`config.mk`:
```
export PLATFORM = sky130hd
export DESIGN_NAME = dma_chan_ctrl
export DESIGN_NICKNAME = d
export VERILOG_FILES = /design/src/rtl/dma_chan_pkg.sv /design/src/rtl/dma_cmd_decode.sv /design/src/rtl/dma_chan_slice.sv /design/src/rtl/dma_chan_ctrl.sv
export SDC_FILE = /design/constraint.sdc
export NUM_CORES = 1
export LEC_CHECK = 0
export ABC_AREA = 0
export BUFFER_PORTS_ARGS = -buffer_cell sky130_fd_sc_hd__buf_4
export CAP_MARGIN = 10
export CORE_MARGIN = 2
export CORE_UTILIZATION = 35
export DETAILED_ROUTE_END_ITERATION = 8
export GPL_TIMING_DRIVEN = 0
export PLACE_DENSITY_LB_ADDON = 0.2
export SYNTH_ARGS = -nofsm -noshare
export SYNTH_HDL_FRONTEND = slang
export SYNTH_SLANG_ARGS = --single-unit
```
`constraint.sdc`:
```
create_clock -name clk_i -period 3.05 [get_ports clk_i]
set_input_delay 0.4575 -clock clk_i [delete_from_list [all_inputs] [get_ports clk_i]]
set_output_delay 0.4575 -clock clk_i [all_outputs]
set_load 0.03 [all_outputs]
```
`src/rtl/dma_chan_pkg.sv`:
```
package dma_chan_pkg;
  typedef struct packed {
    logic sv;
    logic trig;
    logic en_set;
    logic en_clr;
    logic abort;
  } chan_cmd_t;
endpackage

```
`src/rtl/dma_cmd_decode.sv`:
```
module dma_cmd_decode
  import dma_chan_pkg::*;
#(
  parameter int NUM_CH = 25,
  parameter int REG_W  = 32
) (
  input  logic [REG_W-1:0] wdata_i,
  input  logic             set_valid_we_i,
  input  logic             set_trig_we_i,
  input  logic             en_set_we_i,
  input  logic             en_clr_we_i,
  input  logic             abort_we_i,
  output chan_cmd_t        cmd_o [NUM_CH]
);
  for (genvar n = 0; n < NUM_CH; n++) begin : g_ch
    assign cmd_o[n].sv     = set_valid_we_i & wdata_i[n];
    assign cmd_o[n].trig   = set_trig_we_i  & wdata_i[n];
    assign cmd_o[n].en_set = en_set_we_i    & wdata_i[n];
    assign cmd_o[n].en_clr = en_clr_we_i    & wdata_i[n];
    assign cmd_o[n].abort  = abort_we_i     & wdata_i[n];
  end

  // reserved bits carry no command
  if (REG_W > NUM_CH) begin : g_rsvd
    logic unused_rsvd;
    assign unused_rsvd = ^wdata_i[REG_W-1:NUM_CH];
  end
endmodule

```
`src/rtl/dma_chan_slice.sv`:
```
module dma_chan_slice
  import dma_chan_pkg::*;
(
  input  logic      clk_i,
  input  logic      rst_ni,
  input  chan_cmd_t cmd_i,
  input  logic      load_i,
  input  logic      cfg_valid_i,
  input  logic      done_i,
  output logic      run_o,
  output logic      paused_o,
  output logic      en_o,
  output logic      busy_o,
  output logic      trig_o,
  output logic      pend_o
);
  logic run_q, paused_q, en_q, busy_q, trig_q, pend_q;
  logic grant_avail, resume, consume;

  // a grant written in this cycle is usable by a descriptor loaded in this cycle
  assign grant_avail = pend_q | cmd_i.sv;
  assign resume      = paused_q & cmd_i.sv & ~load_i;
  assign consume     = (load_i & ~cfg_valid_i & grant_avail) | resume;

  always_ff @(posedge clk_i or negedge rst_ni) begin
    if (!rst_ni) begin
      run_q    <= 1'b0;
      paused_q <= 1'b0;
      en_q     <= 1'b0;
      busy_q   <= 1'b0;
      trig_q   <= 1'b0;
      pend_q   <= 1'b0;
    end else begin
      if (cmd_i.en_clr)      en_q <= 1'b0;
      else if (cmd_i.en_set) en_q <= 1'b1;

      if (cmd_i.abort) begin
        run_q    <= 1'b0;
        paused_q <= 1'b0;
        busy_q   <= 1'b0;
        trig_q   <= 1'b0;
        pend_q   <= 1'b0;
      end else begin
        if (consume)       pend_q <= 1'b0;
        else if (cmd_i.sv) pend_q <= 1'b1;

        if (load_i) begin
          run_q    <= cfg_valid_i | grant_avail;
          paused_q <= ~cfg_valid_i & ~grant_avail;
        end else if (resume) begin
          run_q    <= 1'b1;
          paused_q <= 1'b0;
        end else if (done_i) begin
          run_q    <= 1'b0;
        end

        if (cmd_i.trig)  trig_q <= 1'b1;
        else if (done_i) trig_q <= 1'b0;

        if (busy_q && done_i)      busy_q <= 1'b0;
        else if (trig_q && en_q)   busy_q <= 1'b1;
      end
    end
  end

  assign run_o    = run_q;
  assign paused_o = paused_q;
  assign en_o     = en_q;
  assign busy_o   = busy_q;
  assign trig_o   = trig_q;
  assign pend_o   = pend_q;
endmodule

```
`src/rtl/dma_chan_ctrl.sv`:
```
module dma_chan_ctrl
  import dma_chan_pkg::*;
#(
  parameter int NUM_CH = 25,
  parameter int REG_W  = 32
) (
  input  logic              clk_i,
  input  logic              rst_ni,
  input  logic [REG_W-1:0]  wdata_i,
  input  logic              set_valid_we_i,
  input  logic              set_trig_we_i,
  input  logic              en_set_we_i,
  input  logic              en_clr_we_i,
  input  logic              abort_we_i,
  input  logic [NUM_CH-1:0] desc_load_i,
  input  logic [NUM_CH-1:0] desc_cfg_valid_i,
  input  logic [NUM_CH-1:0] xfer_done_i,
  output logic [NUM_CH-1:0] run_o,
  output logic [NUM_CH-1:0] paused_o,
  output logic [NUM_CH-1:0] enable_o,
  output logic [NUM_CH-1:0] busy_o,
  output logic [NUM_CH-1:0] trig_o,
  output logic [NUM_CH-1:0] pending_o
);
  chan_cmd_t cmd [NUM_CH];

  dma_cmd_decode #(.NUM_CH(NUM_CH), .REG_W(REG_W)) u_dec (
    .wdata_i        (wdata_i),
    .set_valid_we_i (set_valid_we_i),
    .set_trig_we_i  (set_trig_we_i),
    .en_set_we_i    (en_set_we_i),
    .en_clr_we_i    (en_clr_we_i),
    .abort_we_i     (abort_we_i),
    .cmd_o          (cmd)
  );

  for (genvar n = 0; n < NUM_CH; n++) begin : g_slice
    dma_chan_slice u_slice (
      .clk_i       (clk_i),
      .rst_ni      (rst_ni),
      .cmd_i       (cmd[n]),
      .load_i      (desc_load_i[n]),
      .cfg_valid_i (desc_cfg_valid_i[n]),
      .done_i      (xfer_done_i[n]),
      .run_o       (run_o[n]),
      .paused_o    (paused_o[n]),
      .en_o        (enable_o[n]),
      .busy_o      (busy_o[n]),
      .trig_o      (trig_o[n]),
      .pend_o      (pending_o[n])
    );
  end
endmodule

```
# Yosys cells after proc, flatten, opt, wreduce, memory -nomap -nowiden
# Index checks and enable logic that the tools add are counted.
# Widths: inputs -> output; s select.
[classes] n_mux=425 bitwise=400 reduce_logical=200
[ops] cell="$mux 1" count=425
[ops] cell="$reduce_bool 3->1" count=100
[ops] cell="$and 1x1->1" count=250
[ops] cell="$reduce_bool 4->1" count=25
[ops] cell="$not 1->1" count=75
[ops] cell="$or 1x1->1" count=75
[ops] cell="$logic_and 1x1->1" count=50
[ops] cell="$reduce_bool 2->1" count=25
[totals] ff_bits=150 inputBits=114 output_inout_bits=150 word_cells=1175

# Logic depth before layout (Yosys ltp)
[logic_depth] ltp_word=6 depth_mapped=6

# Hierarchy
# A second synthesis with hierarchy kept.
[unflattened] cells_unflattened=760 hier_area_um2=7713.6
[by_module_without_submodules] module="dma_chan_slice" instances=25 cells_per_inst=25 area_per_inst_um2=272.8 seq_area_each_um2=150.1
[by_module_without_submodules] module="dma_cmd_decode" instances=1 cells_per_inst=135 area_per_inst_um2=894.6 seq_area_each_um2=0.0

# Worst setup path after synthesis
# OpenSTA, ideal clock, no wires.
[synth_path] path_type="input to register" start="in set_valid_we_i" end="reg g_slice[19].u_slice.run_q" setup_time_ns=0.120 t_arrival_ns=1.131 setup_slack_ns=1.799 cell_stages=4 path_buffers=1 path_cell_list="buf_6 > a21o_1 > o221a_1 > a31o_1"
[synth_between] elab_chain_cells=6
[synth_rtl] item="start: declaration" line="dma_chan_ctrl.sv:10" source="input logic set_valid_we_i,"
[synth_rtl] item="$and 1x1->1 *" line="dma_cmd_decode.sv:16" source="assign cmd_o[n].sv = set_valid_we_i & wdata_i[n];"
[synth_rtl] item="$and 1x1->1 (2 in series)" line="dma_chan_slice.sv:22" source="assign resume = paused_q & cmd_i.sv & ~load_i;"
[synth_rtl] item="$mux 1" line="dma_chan_slice.sv:50" source="end else if (resume) begin"
[synth_rtl] item="$mux 1" line="dma_chan_slice.sv:47" source="if (load_i) begin"
[synth_rtl] item="$mux 1" line="dma_chan_slice.sv:37" source="if (cmd_i.abort) begin"
[synth_rtl] item="end signal: assignment" line="dma_chan_slice.sv:48" source="run_q <= cfg_valid_i | grant_avail;"
[synth_rtl] item="end: declaration" line="dma_chan_slice.sv:17" source="logic run_q, paused_q, en_q, busy_q, trig_q, pend_q;"
# Mark *: on every way between the ends. The rest lies on a longest branch, timed or not.
# A chain may end at the register's enable or synchronous reset.

# Worst setup path in the final report
[layout_path] start="reg g_slice[21].u_slice.paused_q" end="out paused_o[21]"
[layout_rtl] item="start: declaration" line="dma_chan_slice.sv:17"
[layout_rtl] item="start signal: assignment" line="dma_chan_slice.sv:49" source="paused_q <= ~cfg_valid_i & ~grant_avail;"
[layout_rtl] item="end: declaration" line="dma_chan_ctrl.sv:19" source="output logic [NUM_CH-1:0] paused_o,"
# No word-level cell between the ends.

==> flow_summary.json <==
{
  "status": "finished, violations left",
  "violations": "negative hold slack",
  "synthCells": 836,
  "grt_pass1_vias": 6555,
  "crit_end": "paused_o[21]",
  "yosysMostFrequentCell": "buf_4",
  "dp.cells": 1360,
  "diodes": 0,
  "hold_viol_final": 5,
  "grt_start_max_net_pins": 79,
  "max_freq_mhz": 621.3,
  "routed_wirelength_mm": 24.36,
  "rsz0062_at_grt": "no",
  "start_kind": "flip-flop",
  "min_path_type": "in -> async",
  "p_leak_nw": 5.510,
  "wl_met3_mm": 1.691,
  "synthArstFlopShare": 1.000,
  "syn2layout_area_growth_pct": 34.77,
  "stdcell_count": 1392,
  "hold_buffers": 0,
  "gp_congestion": 0.7858,
  "clockRootBuffer": "clkbuf_16",
  "ir_worst_vdd_uv": 331.4,
  "core_sq_mm": 0.02271,
  "r2r-start": "g_slice[20].u_slice.pend_o",
  "power_density_mw_per_mm2": 572.6,
  "slowest_delay_ns": 0.42,
  "wl_per_cell_microns": 17.50,
  "holdWs_ns": -0.02520,
  "dr.pass1.iters": 5,
  "ctsResizeCount": 0,
  "fill_cells": 2201,
  "cts_sinks": 150,
  "port_buffers": 238,
  "synth_top_area_frac": 0.4620,
  "finalSetupViolations": 0,
  "critical_path_class": "reg -> out",
  "routed_via_density": 4.866,
  "crit_top_cell": "buf_4",
  "worst_slew_pin_slew_ns": 1.018,
  "overflow": 0,
  "r2r-end": "g_slice[20].u_slice.paused_o",
  "finalSetupTns_ns": 0,
  "antenna_found_initial": 0,
  "critPathArrivalTime_ns": 1.15,
  "die_x_microns": 156.4,
  "clkLatencyLatePin_ns": 0.42,
  "synth_commonest_cells": "buf_4, dfrtp_1, a21oi_1",
  "period_minus_slack_ns": 1.610,
  "wl_met2_mm": 11.23,
  "grt_usage": 0.1988,
  "top_layer": "met4",
  "clock_path_buffers": 2,
  "drtAntennaViolNets": 0,
  "ios": 264,
  "r2r_slack_ns": 1.92,
  "dp.final_hpwl_mm": 17.18,
  "yosysUniqueCellTypes": 46,
  "cpMaxStageDelayCell": "dfrtp_1",
  "yosys_register_bits": 150,
  "path_cells": "buf_4 > buf_4",
  "finalCritPeriodShare": 0.5277,
  "avgSynthCellArea_sq_um": 9.719,
  "cts_tree": "built",
  "clk_pin_slew_ns": 0.07,
  "endpoint_kind": "primary output",
  "synth.area.top_cells": "dfrtp_1, buf_4, a21oi_1",
  "htreeDepth": 4,
  "row_count": 55,
  "yosys_warnings": 0,
  "synth_edf_count": 0,
  "synth-seq-area-share": 0.4620,
  "remaining_drc_errors": 0,
  "reg2reg_depth": 2,
  "path_max_fanout": 4,
  "dr.first_iter.drc_count": 311,
  "netlist_area_sq_mm": 0.008125,
  "clock_skew_ns": 0.007973,
  "cts_inserted_buffers": 17,
  "wl_met1_mm": 11.08,
  "synth_nets": 950,
  "dieArea_sq_mm": 0.02445,
  "slew_violations": 0,
  "crit_required_ns": 2.59,
  "synth_ff_type": "dfrtp_1",
  "final_nets": 1208,
  "cap_violations": 0,
  "relSlewSlack": 0.3216,
  "crit_start": "g_slice[21].u_slice.paused_o",
  "synth_top_area_cell": "dfrtp_1",
  "postCtsSetupRepairBufs": 0,
  "drive_gt1_frac": 0.4164,
  "die_y_microns": 156.4,
  "start_util": 0.3578,
  "vias": 6773,
  "grt_pass1_wl_mm": 37.05
}
worst min path at each step:
stage | start | end | slack (ns) | cells after the start
floorplan | rst_ni | g_slice[0].u_slice.busy_o | 0.16 | 0
global placement | g_slice[19].u_slice.run_o | g_slice[19].u_slice.run_o | 0.50 | 1
detailed placement | rst_ni | g_slice[15].u_slice.paused_o | 0.47 | 1
CTS | rst_ni | g_slice[15].u_slice.paused_o | 0.005 | 1
global route | rst_ni | g_slice[15].u_slice.paused_o | 0.02 | 1
finish | rst_ni | g_slice[15].u_slice.paused_o | -0.03 | 1
cell usage in the layout, fill, tap and decap left out, drive strengths merged, types with 5 or more instances in the layout:
cell type | netlist | final
a211oi | 21 | 21
a21boi | 5 | 5
a21o | 5 | 5
a21oi | 130 | 130
a221oi | 12 | 12
a22oi | 22 | 22
a311oi | 5 | 5
a31oi | 8 | 8
and2 | 21 | 21
and3 | 7 | 7
and3b | 20 | 20
buf | 166 | 405
clkbuf | 21 | 41
dfrtp | 150 | 150
inv | 29 | 34
mux2 | 7 | 7
mux2i | 12 | 12
nand2 | 22 | 22
nand2b | 30 | 30
nand3 | 20 | 20
nor2 | 51 | 51
nor2b | 18 | 18
nor3 | 17 | 17
nor4 | 5 | 5
o21ai | 5 | 5
or3b | 12 | 12
per-stage QoR:
step	cell area (sq um)	hold WS [ns]	util	setup WS (ns)	power, mW
after floorplan	8125	0.1619	-	1.799	3.354
after global placement	10270	0.5010	0.4522	0.6579	3.957
after detailed placement	10300	0.4697	0.4537	1.155	3.977
after CTS	10950	0.005065	0.4822	1.424	6.339
after global routing	10950	0.01621	0.4822	1.402	6.561
final	10950	-0.02520	0.4822	1.440	6.270
registers in the layout, indices dropped and copies added, names as in the netlist:
signal	cells
g_slice.u_slice.paused_o	25
g_slice.u_slice.run_o	25
g_slice.u_slice.pend_o	25
g_slice.u_slice.busy_o	25
g_slice.u_slice.trig_o	25
g_slice.u_slice.en_o	25
critical path: cells and delay by family, from the launching register on:
family / cells / cell delay [ns]
buf+inv: 2 / 0.31
flops: 1 / 0.42
report_power, final:
| part | switching [mW] | internal (mW) |
|---|---|---|
| clock | 0.907 | 1.43 |
| sequential | 0.143 | 2.17 |
| combinational | 0.879 | 0.733 |
area by class of cell:
type	count	area (sq um)	area share
well taps	285	356.6	0.03256
clock inverters	12	190.2	0.01737
inverters	29	108.9	0.009941
multi-input cells	470	2939	0.2684
repair buffers	239	1822	0.1664
clock buffers	20	456.7	0.04170
flip-flops and latches	150	3754	0.3428
plain buffers	187	1324	0.1209
cells by family after synthesis:
kind of cell,after synthesis,synth area share
AOI/OAI and AO/OA,225,0.1797
muxes,19,0.02449
DFF,150,0.4620
and+or+nand+nor,226,0.1575
buffers and inverters,216,0.1763
per-layer routing:
| layer | track usage | vias up |
|---|---|---|
| met5 | 0 | - |
| met4 | 0.05155 | 0 |
| met3 | 0.05400 | 20 |
| met2 | 0.3113 | 222 |
| met1 | 0.2726 | 3238 |
| li1 | - | 3293 |
(Power assumes the default switching activity.)
